--- src/rtl/bhr_pkg.sv ---
package bhr_pkg;
  typedef enum logic [2:0] {
    OP_NONE, OP_WSWAP, OP_DSWAP, OP_HREV, OP_SEXTB, OP_SEXTH
  } bhr_op_e;

  localparam logic [5:0] MAJOR_OPC = 6'b011111;
  localparam logic [5:0] FN_WORD   = 6'b100000;
  localparam logic [5:0] FN_DWORD  = 6'b100100;
  localparam logic [4:0] SA_BSWAP  = 5'b00010;
  localparam logic [4:0] SA_HREV   = 5'b00101;
  localparam logic [4:0] SA_SEXTB  = 5'b10000;
  localparam logic [4:0] SA_SEXTH  = 5'b11000;
endpackage

--- src/rtl/bhr_decode.sv ---
module bhr_decode
  import bhr_pkg::*;
(
  input  logic        in_valid,
  input  logic [31:0] instr,
  output bhr_op_e     op,
  output logic        illegal
);
  logic [5:0] opc, fn;
  logic [4:0] rs, sa;
  logic       claimed;
  logic [9:0] unused_reg_idx;

  assign opc = instr[31:26];
  assign rs  = instr[25:21];
  assign sa  = instr[10:6];
  assign fn  = instr[5:0];
  assign unused_reg_idx = instr[20:11];

  // claim on major opcode plus one of the two functions
  assign claimed = in_valid && (opc == MAJOR_OPC) && ((fn == FN_WORD) || (fn == FN_DWORD));

  always_comb begin
    op = OP_NONE;
    if (claimed && rs == 5'd0) begin
      unique case ({fn, sa})
        {FN_WORD,  SA_BSWAP}: op = OP_WSWAP;
        {FN_DWORD, SA_BSWAP}: op = OP_DSWAP;
        {FN_DWORD, SA_HREV}:  op = OP_HREV;
        {FN_WORD,  SA_SEXTB}: op = OP_SEXTB;
        {FN_WORD,  SA_SEXTH}: op = OP_SEXTH;
        default:              op = OP_NONE;
      endcase
    end
  end

  assign illegal = claimed && (op == OP_NONE);

  always_comb begin
    a_r8_unclaimed_no_op: assert (claimed || (op == OP_NONE && !illegal));
  end
endmodule

--- src/rtl/bhr_bswap.sv ---
module bhr_bswap #(
  parameter int W = 64
) (
  input  logic [W-1:0] din,
  output logic [W-1:0] dout
);
  localparam int NHALF = W / 16;
  for (genvar h = 0; h < NHALF; h++) begin : g_half
    assign dout[16*h +: 8]     = din[16*h + 8 +: 8];
    assign dout[16*h + 8 +: 8] = din[16*h +: 8];
  end
endmodule

--- src/rtl/bhr_hrev.sv ---
module bhr_hrev #(
  parameter int W = 64
) (
  input  logic [W-1:0] din,
  output logic [W-1:0] dout
);
  localparam int NHALF = W / 16;
  for (genvar h = 0; h < NHALF; h++) begin : g_half
    assign dout[16*h +: 16] = din[16*(NHALF-1-h) +: 16];
  end
endmodule

--- src/rtl/bhr_sext.sv ---
module bhr_sext #(
  parameter int XLEN = 64,
  parameter int FROM = 8
) (
  input  logic [XLEN-1:0] din,
  output logic [XLEN-1:0] dout
);
  localparam int FILL = XLEN - FROM;
  logic [FILL-1:0] unused_hi;
  assign unused_hi = din[XLEN-1:FROM];
  assign dout = {{FILL{din[FROM-1]}}, din[FROM-1:0]};
endmodule

--- src/rtl/bhr_unit.sv ---
module bhr_unit
  import bhr_pkg::*;
#(
  parameter int XLEN = 64,
  parameter int WLEN = 32
) (
  input  logic            in_valid,
  input  logic [31:0]     instr,
  input  logic [XLEN-1:0] src,
  output logic [XLEN-1:0] res,
  output logic            res_valid,
  output logic            res_illegal
);
  localparam int UPPER = XLEN - WLEN;

  bhr_op_e         op;
  logic [WLEN-1:0] wswap;
  logic [XLEN-1:0] dswap, hrev, sextb, sexth;

  bhr_decode u_dec (.in_valid(in_valid), .instr(instr), .op(op), .illegal(res_illegal));
  bhr_bswap #(.W(WLEN)) u_wswap (.din(src[WLEN-1:0]), .dout(wswap));
  bhr_bswap #(.W(XLEN)) u_dswap (.din(src), .dout(dswap));
  bhr_hrev  #(.W(XLEN)) u_hrev  (.din(src), .dout(hrev));
  bhr_sext  #(.XLEN(XLEN), .FROM(8))  u_sextb (.din(src), .dout(sextb));
  bhr_sext  #(.XLEN(XLEN), .FROM(16)) u_sexth (.din(src), .dout(sexth));

  always_comb begin
    res = '0;
    unique case (op)
      OP_WSWAP: res = {{UPPER{wswap[WLEN-1]}}, wswap};
      OP_DSWAP: res = dswap;
      OP_HREV:  res = hrev;
      OP_SEXTB: res = sextb;
      OP_SEXTH: res = sexth;
      default:  res = '0;
    endcase
  end

  assign res_valid = (op != OP_NONE);

  always_comb begin
    a_r7_flags_exclusive: assert (!(res_valid && res_illegal));
    a_r7_illegal_zero:    assert (!res_illegal || res == '0);
    a_r9_idle_quiet:      assert (in_valid || (!res_valid && !res_illegal && res == '0));
    a_r5_byte_fill:       assert (!(res_valid && op == OP_SEXTB) ||
                                  res == {{(XLEN-8){src[7]}}, src[7:0]});
    a_r2_upper_fill:      assert (!(res_valid && op == OP_WSWAP) ||
                                  res[XLEN-1:WLEN] == {UPPER{src[WLEN-9]}});
    a_r4_hrev_involution: assert (!(res_valid && op == OP_HREV) ||
                                  res[15:0] == src[XLEN-1 -: 16]);
  end
endmodule

--- config.mk ---
export PLATFORM = sky130hd
export DESIGN_NAME = bhr_unit
export DESIGN_NICKNAME = d
export VERILOG_FILES = /design/src/rtl/bhr_pkg.sv /design/src/rtl/bhr_decode.sv /design/src/rtl/bhr_bswap.sv /design/src/rtl/bhr_hrev.sv /design/src/rtl/bhr_sext.sv /design/src/rtl/bhr_unit.sv
export SDC_FILE = /design/constraint.sdc
export NUM_CORES = 1
export LEC_CHECK = 0
export ABC_AREA = 1
export BUFFER_PORTS_ARGS = -buffer_cell sky130_fd_sc_hd__buf_4
export CAP_MARGIN = 40
export CORE_ASPECT_RATIO = 2
export CORE_MARGIN = 2
export CORE_UTILIZATION = 40
export DETAILED_ROUTE_END_ITERATION = 7
export GPL_TIMING_DRIVEN = 0
export PLACE_DENSITY = 0.85
export SYNTH_ARGS = -nofsm -noshare
export SYNTH_HDL_FRONTEND = slang
export SYNTH_SLANG_ARGS = --single-unit
--- constraint.sdc ---
create_clock -name vclk -period 1.9
set_clock_uncertainty 0.1 [all_clocks]
set_input_delay 0.19 -clock vclk [all_inputs]
set_output_delay 0.19 -clock vclk [all_outputs]
set_load 0.01 [all_outputs]
==> results of run 1 <==
-- worst paths after layout --
check                 startpoint      end  slack [ns]  cells past startpoint
worst max-delay path    instr[1]  res[43]       -0.27                     14
worst min-delay path     src[25]  res[17]        0.58                      4
-- stage by stage --
stage          utilization (%)  area (µm²)
6_report                  87.3        3790
5_1_grt                   87.3        3790
4_1_cts                   77.8        3370
3_5_place_dp              69.8        3030
3_3_place_gp              69.8        3030
2_1_floorplan                -        1810
-- cells in the final DEF, fill, tap and decap left out, drive strengths merged --
cell      n
buf     199
nand2   165
nand3    84
nor2     79
inv      59
clkbuf    7
o21ai     1
clkinv    1
nor3      1
nand3b    1
nand4     1
-- power groups by stage --
stage               sequential [mW]  combinational, mW  clock (mW)
detailed placement                0              0.205           0
floorplan                         0             0.0341           0
global route                      0              0.242           0
CTS                               0              0.213           0
finish                            0              0.229           0
global placement                  0              0.202           0
-- kinds of logic (layout without fill, tap and decap cells) --
group	after synthesis	in the layout	share of synthesized area [%]
AND/OR/NAND/NOR	330	331	79.6
buffers and inverters	85	266	19.9
AO/OA/AOI/OAI	1	1	0.483
-- worst min-delay path, cell delays in order --
cell,delay (ns)
sky130_fd_sc_hd__buf_4,0.08
sky130_fd_sc_hd__nand2_1,0.04
sky130_fd_sc_hd__nand3_1,0.07
sky130_fd_sc_hd__buf_4,0.11
-- layer usage --
layer,part of all wire (%),global-route usage (%),wire length [µm]
met2,53,56.8,5450
met5,0,0,0
met1,32,30.9,3290
met3,8.5,2.70,880
met4,7.0,13.2,723
-- area by class of cell --
class                      instances  area [µm²]
buffer                            25         269
fill                             265         553
inverter                          60         243
multi-input combinational        332        1650
tap                               54        67.6
timing repair buffer             181        1550
-- what timing repair did --
action,CTS,global route
pin swaps,13,24
endpoints found under the setup margin,64,65
gates resized for setup,79,68
setup buffers,10,6
endpoints found under the hold margin,0,0
gates cloned,6,7
==> impl_metrics.sql, run 1 <==
INSERT INTO impl_metrics (metric_group, metric, value, unit) VALUES
('run_status', 'outcome', 'finished with violations', ''),
('run_status', 'violations', 'negative setup slack', ''),
('sta', 'min_period', '2.17', 'ns'),
('global_route', 'overflow', '0', ''),
('setup_path', 'worstSetupEndpointType', 'primary output', ''),
('routing', 'route.detailed.wl_per_inst', '15.9', 'µm'),
('setup_path', 'setup.worst_path.class', 'in -> out', ''),
('routing', 'drc', '0', ''),
('sta', 'final-setup-viol-count', '64', ''),
('pwr', 'comb_power_share', '100.0', '%'),
('layout', 'post_layout_nonfiller_instances', '652', ''),
('sta', 'holdWs', '0.582', 'ns'),
('layout', 'seq_area', '0', 'µm²'),
('sta', 'setup_tns', '-11.74', 'ns'),
('synthesis', 'yosys_warnings', '0', ''),
('setup_path', 'worst_path_largest_cell_delay', '0.19', 'ns'),
('layout', 'antenna_cells_inserted', '0', ''),
('setup_path', 'worst_path_dominant_cell_family', 'simple AND/OR/NAND/NOR gates', ''),
('sta', 'finalWorstSetupSlack', '-0.274', 'ns'),
('layout', 'area_delta_synth_final', '109', '%'),
('die', 'die_x', '51.6', 'µm'),
('synthesis', 'synth.most_common_cell', 'sky130_fd_sc_hd__nand2_1', ''),
('placed_design', 'dp.final_hpwl', '6100', 'µm'),
('placed_design', 'place_ws', '-0.251', 'ns'),
('setup_path', 'crit_arrival', '1.88', 'ns'),
('pwr', 'vdd_ir_drop_max', '0.000108', 'V'),
('layout', 'fin_nets', '697', ''),
('die', 'die-height', '99.2', 'µm'),
('layout', 'sequential_cells', '0', ''),
('sta', 'worst_pin_slew', '0.213', 'ns'),
('synthesis', 'synthesis.area', '0.00181', 'mm²'),
('synthesis', 'mean_cell_area_of_the_mapped_netlist', '4.36', 'µm²'),
('die', 'start_util', '41.8', '%'),
('die', 'design.core.area', '0.00434', 'mm²'),
('sta', 'fmax', '460', 'MHz'),
('placed_design', 'place.gp.congestion', '0.871', ''),
('global_route', 'largest_net_degree_at_the_start_of_global_routing', '11', ''),
('pwr', 'cell_internal_pwr', '0.132', 'mW'),
('sta', 'maxSlewViolCount', '0', ''),
('routing', 'postRouteAntennaNets', '0', ''),
('pwr', 'power_switching_share', '42.4', '%'),
('setup_path', 'cp-start-kind', 'input port', ''),
('synthesis', 'synth.largest_area_cell', 'sky130_fd_sc_hd__nand2_1', ''),
('pwr', 'power.net_switching', '0.0970', 'mW'),
('setup_path', 'worstPathBufferInverterCount', '5', ''),
('placed_design', 'placed_cells', '623', ''),
('pwr', 'cell_area_power_density', '60.4', 'mW/mm²'),
('sta', 'final_worst_path_cycle_share', '114', '%'),
('job', 'timing.max_cap.violations', '0', ''),
('die', 'floorplan.die_area', '0.00512', 'mm²'),
('global_route', 'number_of_antenna_violations_at_the_first_check_in_global_routing', '0', ''),
('setup_path', 'path_max_fanout', '5', ''),
('layout', 'nClkBuffers', '0', ''),
('setup_path', 'critPathRequiredTime', '1.61', 'ns'),
('pwr', 'power.share.sequential', '0', '%'),
('routing', 'detailedRoute.firstIterationViolations', '157', ''),
('global_route', 'grt_use_total', '29.7', '%'),
('setup_path', 'critPathSlowestCell', 'sky130_fd_sc_hd__buf_4', ''),
('synthesis', 'synth_cell_type_count', '19', ''),
('layout', 'layout-drive-gt1-share', '45.2', '%'),
('global_route', 'grt_pass1_wl', '12500', 'µm'),
('synthesis', 'synth.yosys.seq_area_share', '0', '%'),
('pwr', 'leakagePower', '2.50', 'nW'),
('routing', 'total_vias_in_the_final_route', '3582', ''),
('routing', 'postRouteWirelength', '10300', 'µm'),
('sta', 'hold_viol', '0', ''),
('placed_design', 'buffer_ports.inserted', '153', ''),
('routing', 'post_drt_via_cell_ratio', '5.49', ''),
('setup_path', 'crit_path_cell_trace', 'buf_6 > nor2_4 > nand3_1 > nor2_1 > nand2_2 > nand3_4 > buf_6 > nand4_1 > buf_4 > buf_6 > nand2_1 > nor2_1 > nand2_1 > buf_4', ''),
('synthesis', 'synth_cells', '416', ''),
('synthesis', 'synth_largest_type_area_fraction', '33.3', '%');
Power figures use the tool's default switching activity.
==> run 2, diff against run 1 <==
Settings changed: CORE_UTILIZATION 40 to 35, PLACE_DENSITY 0.85 to 0.82.
==> impl_metrics.sql, run 2 (synthesis gave the netlist of run 1 again) <==
INSERT INTO impl_metrics (metric_group, metric, value, unit) VALUES
('run_status', 'outcome', 'finished with violations', ''),
('run_status', 'violations', 'negative setup slack', ''),
('routing', 'detailedRoute.firstIterationViolations', '133', ''),
('setup_path', 'worst_path_largest_cell_delay', '0.26', 'ns'),
('routing', 'drc', '0', ''),
('sta', 'min_period', '2.03', 'ns'),
('setup_path', 'path_max_fanout', '7', ''),
('sta', 'finalWorstSetupSlack', '-0.134', 'ns'),
('sta', 'final_worst_path_cycle_share', '107', '%'),
('setup_path', 'setup.worst_path.class', 'in -> out', ''),
('job', 'timing.max_cap.violations', '0', ''),
('setup_path', 'critPathSlowestCell', 'sky130_fd_sc_hd__nor2_4', ''),
('pwr', 'cell_area_power_density', '59.5', 'mW/mm²'),
('die', 'die_x', '54.9', 'µm'),
('global_route', 'largest_net_degree_at_the_start_of_global_routing', '11', ''),
('placed_design', 'buffer_ports.inserted', '153', ''),
('pwr', 'leakagePower', '2.78', 'nW'),
('placed_design', 'placedInstanceArea', '0.00303', 'mm²'),
('routing', 'drt_pre_antenna_iters', '5', ''),
('global_route', 'grt_use_total', '27.4', '%'),
('layout', 'antenna_cells_inserted', '0', ''),
('layout', 'fin_nets', '690', ''),
('sta', 'fmax', '492', 'MHz'),
('routing', 'total_vias_in_the_final_route', '3362', ''),
('placed_design', 'place.gp.congestion', '0.805', ''),
('sta', 'final-setup-viol-count', '64', ''),
('sta', 'hold_viol', '0', ''),
('die', 'io_pins', '163', ''),
('global_route', 'grt_pass1_wl', '12700', 'µm'),
('global_route', 'number_of_antenna_violations_at_the_first_check_in_global_routing', '0', ''),
('pwr', 'p_total', '0.237', 'mW'),
('layout', 'area_delta_synth_final', '120', '%'),
('hold_path', 'min_path_type', 'in -> out', ''),
('hold_path', 'timing.hold.worst_path_depth', '4', ''),
('global_route', 'grt_pass1_vias', '2916', ''),
('routing', 'postRouteWirelength', '9660', 'µm'),
('layout', 'most_frequent_cells_in_the_layout', 'sky130_fd_sc_hd__buf_4 (140), sky130_fd_sc_hd__nand2_1 (111), sky130_fd_sc_hd__nor2_1 (68)', ''),
('routing', 'post_drt_via_cell_ratio', '5.18', ''),
('die', 'start_util', '35.9', '%'),
('layout', 'seq_area', '0', 'µm²'),
('sta', 'rsz0062_at_grt', 'yes', ''),
('layout', 'nClkBuffers', '0', ''),
('die', 'core.rowCount', '37', ''),
('setup_path', 'worstSetupStartpoint', 'instr[1]', ''),
('setup_path', 'crit_arrival', '1.74', 'ns'),
('setup_path', 'cp-start-kind', 'input port', ''),
('setup_path', 'crit_top_cell', 'sky130_fd_sc_hd__nor2_4', ''),
('layout', 'layout-drive-gt1-share', '50.9', '%'),
('placed_design', 'place_ws', '-0.260', 'ns'),
('die', 'floorplan.die_area', '0.00581', 'mm²'),
('die', 'design.core.area', '0.00505', 'mm²'),
('layout', 'postLayoutCellArea', '0.00399', 'mm²'),
('placed_design', 'dp.final_hpwl', '5690', 'µm'),
('layout', 'layout.cells.most_common', 'sky130_fd_sc_hd__buf_4', ''),
('hold_path', 'hold_start', 'src[56]', ''),
('die', 'die-height', '106', 'µm'),
('setup_path', 'crit_path_cell_trace', 'buf_6 > nor2_4 > inv_2 > nor2_4 > nand3_4 > nor2_4 > nand2_4 > clkbuf_8 > nor2_1 > nor2_1 > nand2_1 > buf_6', ''),
('global_route', 'overflow', '0', ''),
('sta', 'worst_slew_margin_rel', '84.4', '%'),
('pwr', 'vdd_ir_drop_max', '0.0000722', 'V'),
('routing', 'route.detailed.wl_per_inst', '14.9', 'µm'),
('sta', 'maxSlewViolCount', '0', ''),
('layout', 'final_util', '79.0', '%'),
('layout', 'sequential_cells', '0', ''),
('setup_path', 'worstSetupEndpointType', 'primary output', ''),
('setup_path', 'critPathRequiredTime', '1.61', 'ns'),
('sta', 'worst_pin_slew', '0.233', 'ns'),
('routing', 'postRouteAntennaNets', '0', '');
run 2: what timing repair did:
| action | CTS | global route |
|---|---|---|
| setup buffers | 12 | 3 |
| resized for setup | 72 | 135 |
| hold buffers | 0 | 0 |
| cloned | 4 | 3 |
| setup endpoints to repair | 65 | 65 |
| pin swaps | 12 | 26 |
| endpoints found under the hold margin | 0 | 0 |
run 2: cell type report:
type,instances,area (µm²)
multi-input cells,331,1850
plain buffers,25,292
inverters,60,238
well taps,58,72.6
fillers,375,1060
repair buffers,175,1530
run 2: where the power goes:
group	internal (mW)	leakage (nW)	switching, mW	total (mW)
Sequential	0	0	0	0
Clock	0	0	0	0
Combinational	0.133	2.78	0.104	0.237
run 2: path summary, 6_finish.rpt:
path / endpoint / slack (ns)
max: res[54] / -0.13
min: res[8] / 0.56
run 2: worst max-delay path: cells and delay by family:
kind | cells | cell delay (ns)
buffers and inverters | 4 | 0.45
AND/OR/NAND/NOR | 8 | 1.09
run 2: layer usage:
layer | share of wire, % | GRT usage [%] | up-vias
met5 | 0 | 0 | -
li1 | - | - | 1616
met1 | 34 | 33.9 | 1499
met3 | 11 | 3.40 | 39
met4 | 4.4 | 7.32 | 0
met2 | 50 | 47.4 | 208
run 2: through the flow:
step | setup TNS, ns | cells | hold slack [ns]
after detailed placement | -13.97 | 627 | 0.586
after CTS | -1.60 | 643 | 0.587
final | -5.94 | 649 | 0.558
after global routing | -12.50 | 649 | 0.574
after floorplan | 0 | 416 | 0.414
after global placement | -13.07 | 627 | 0.584
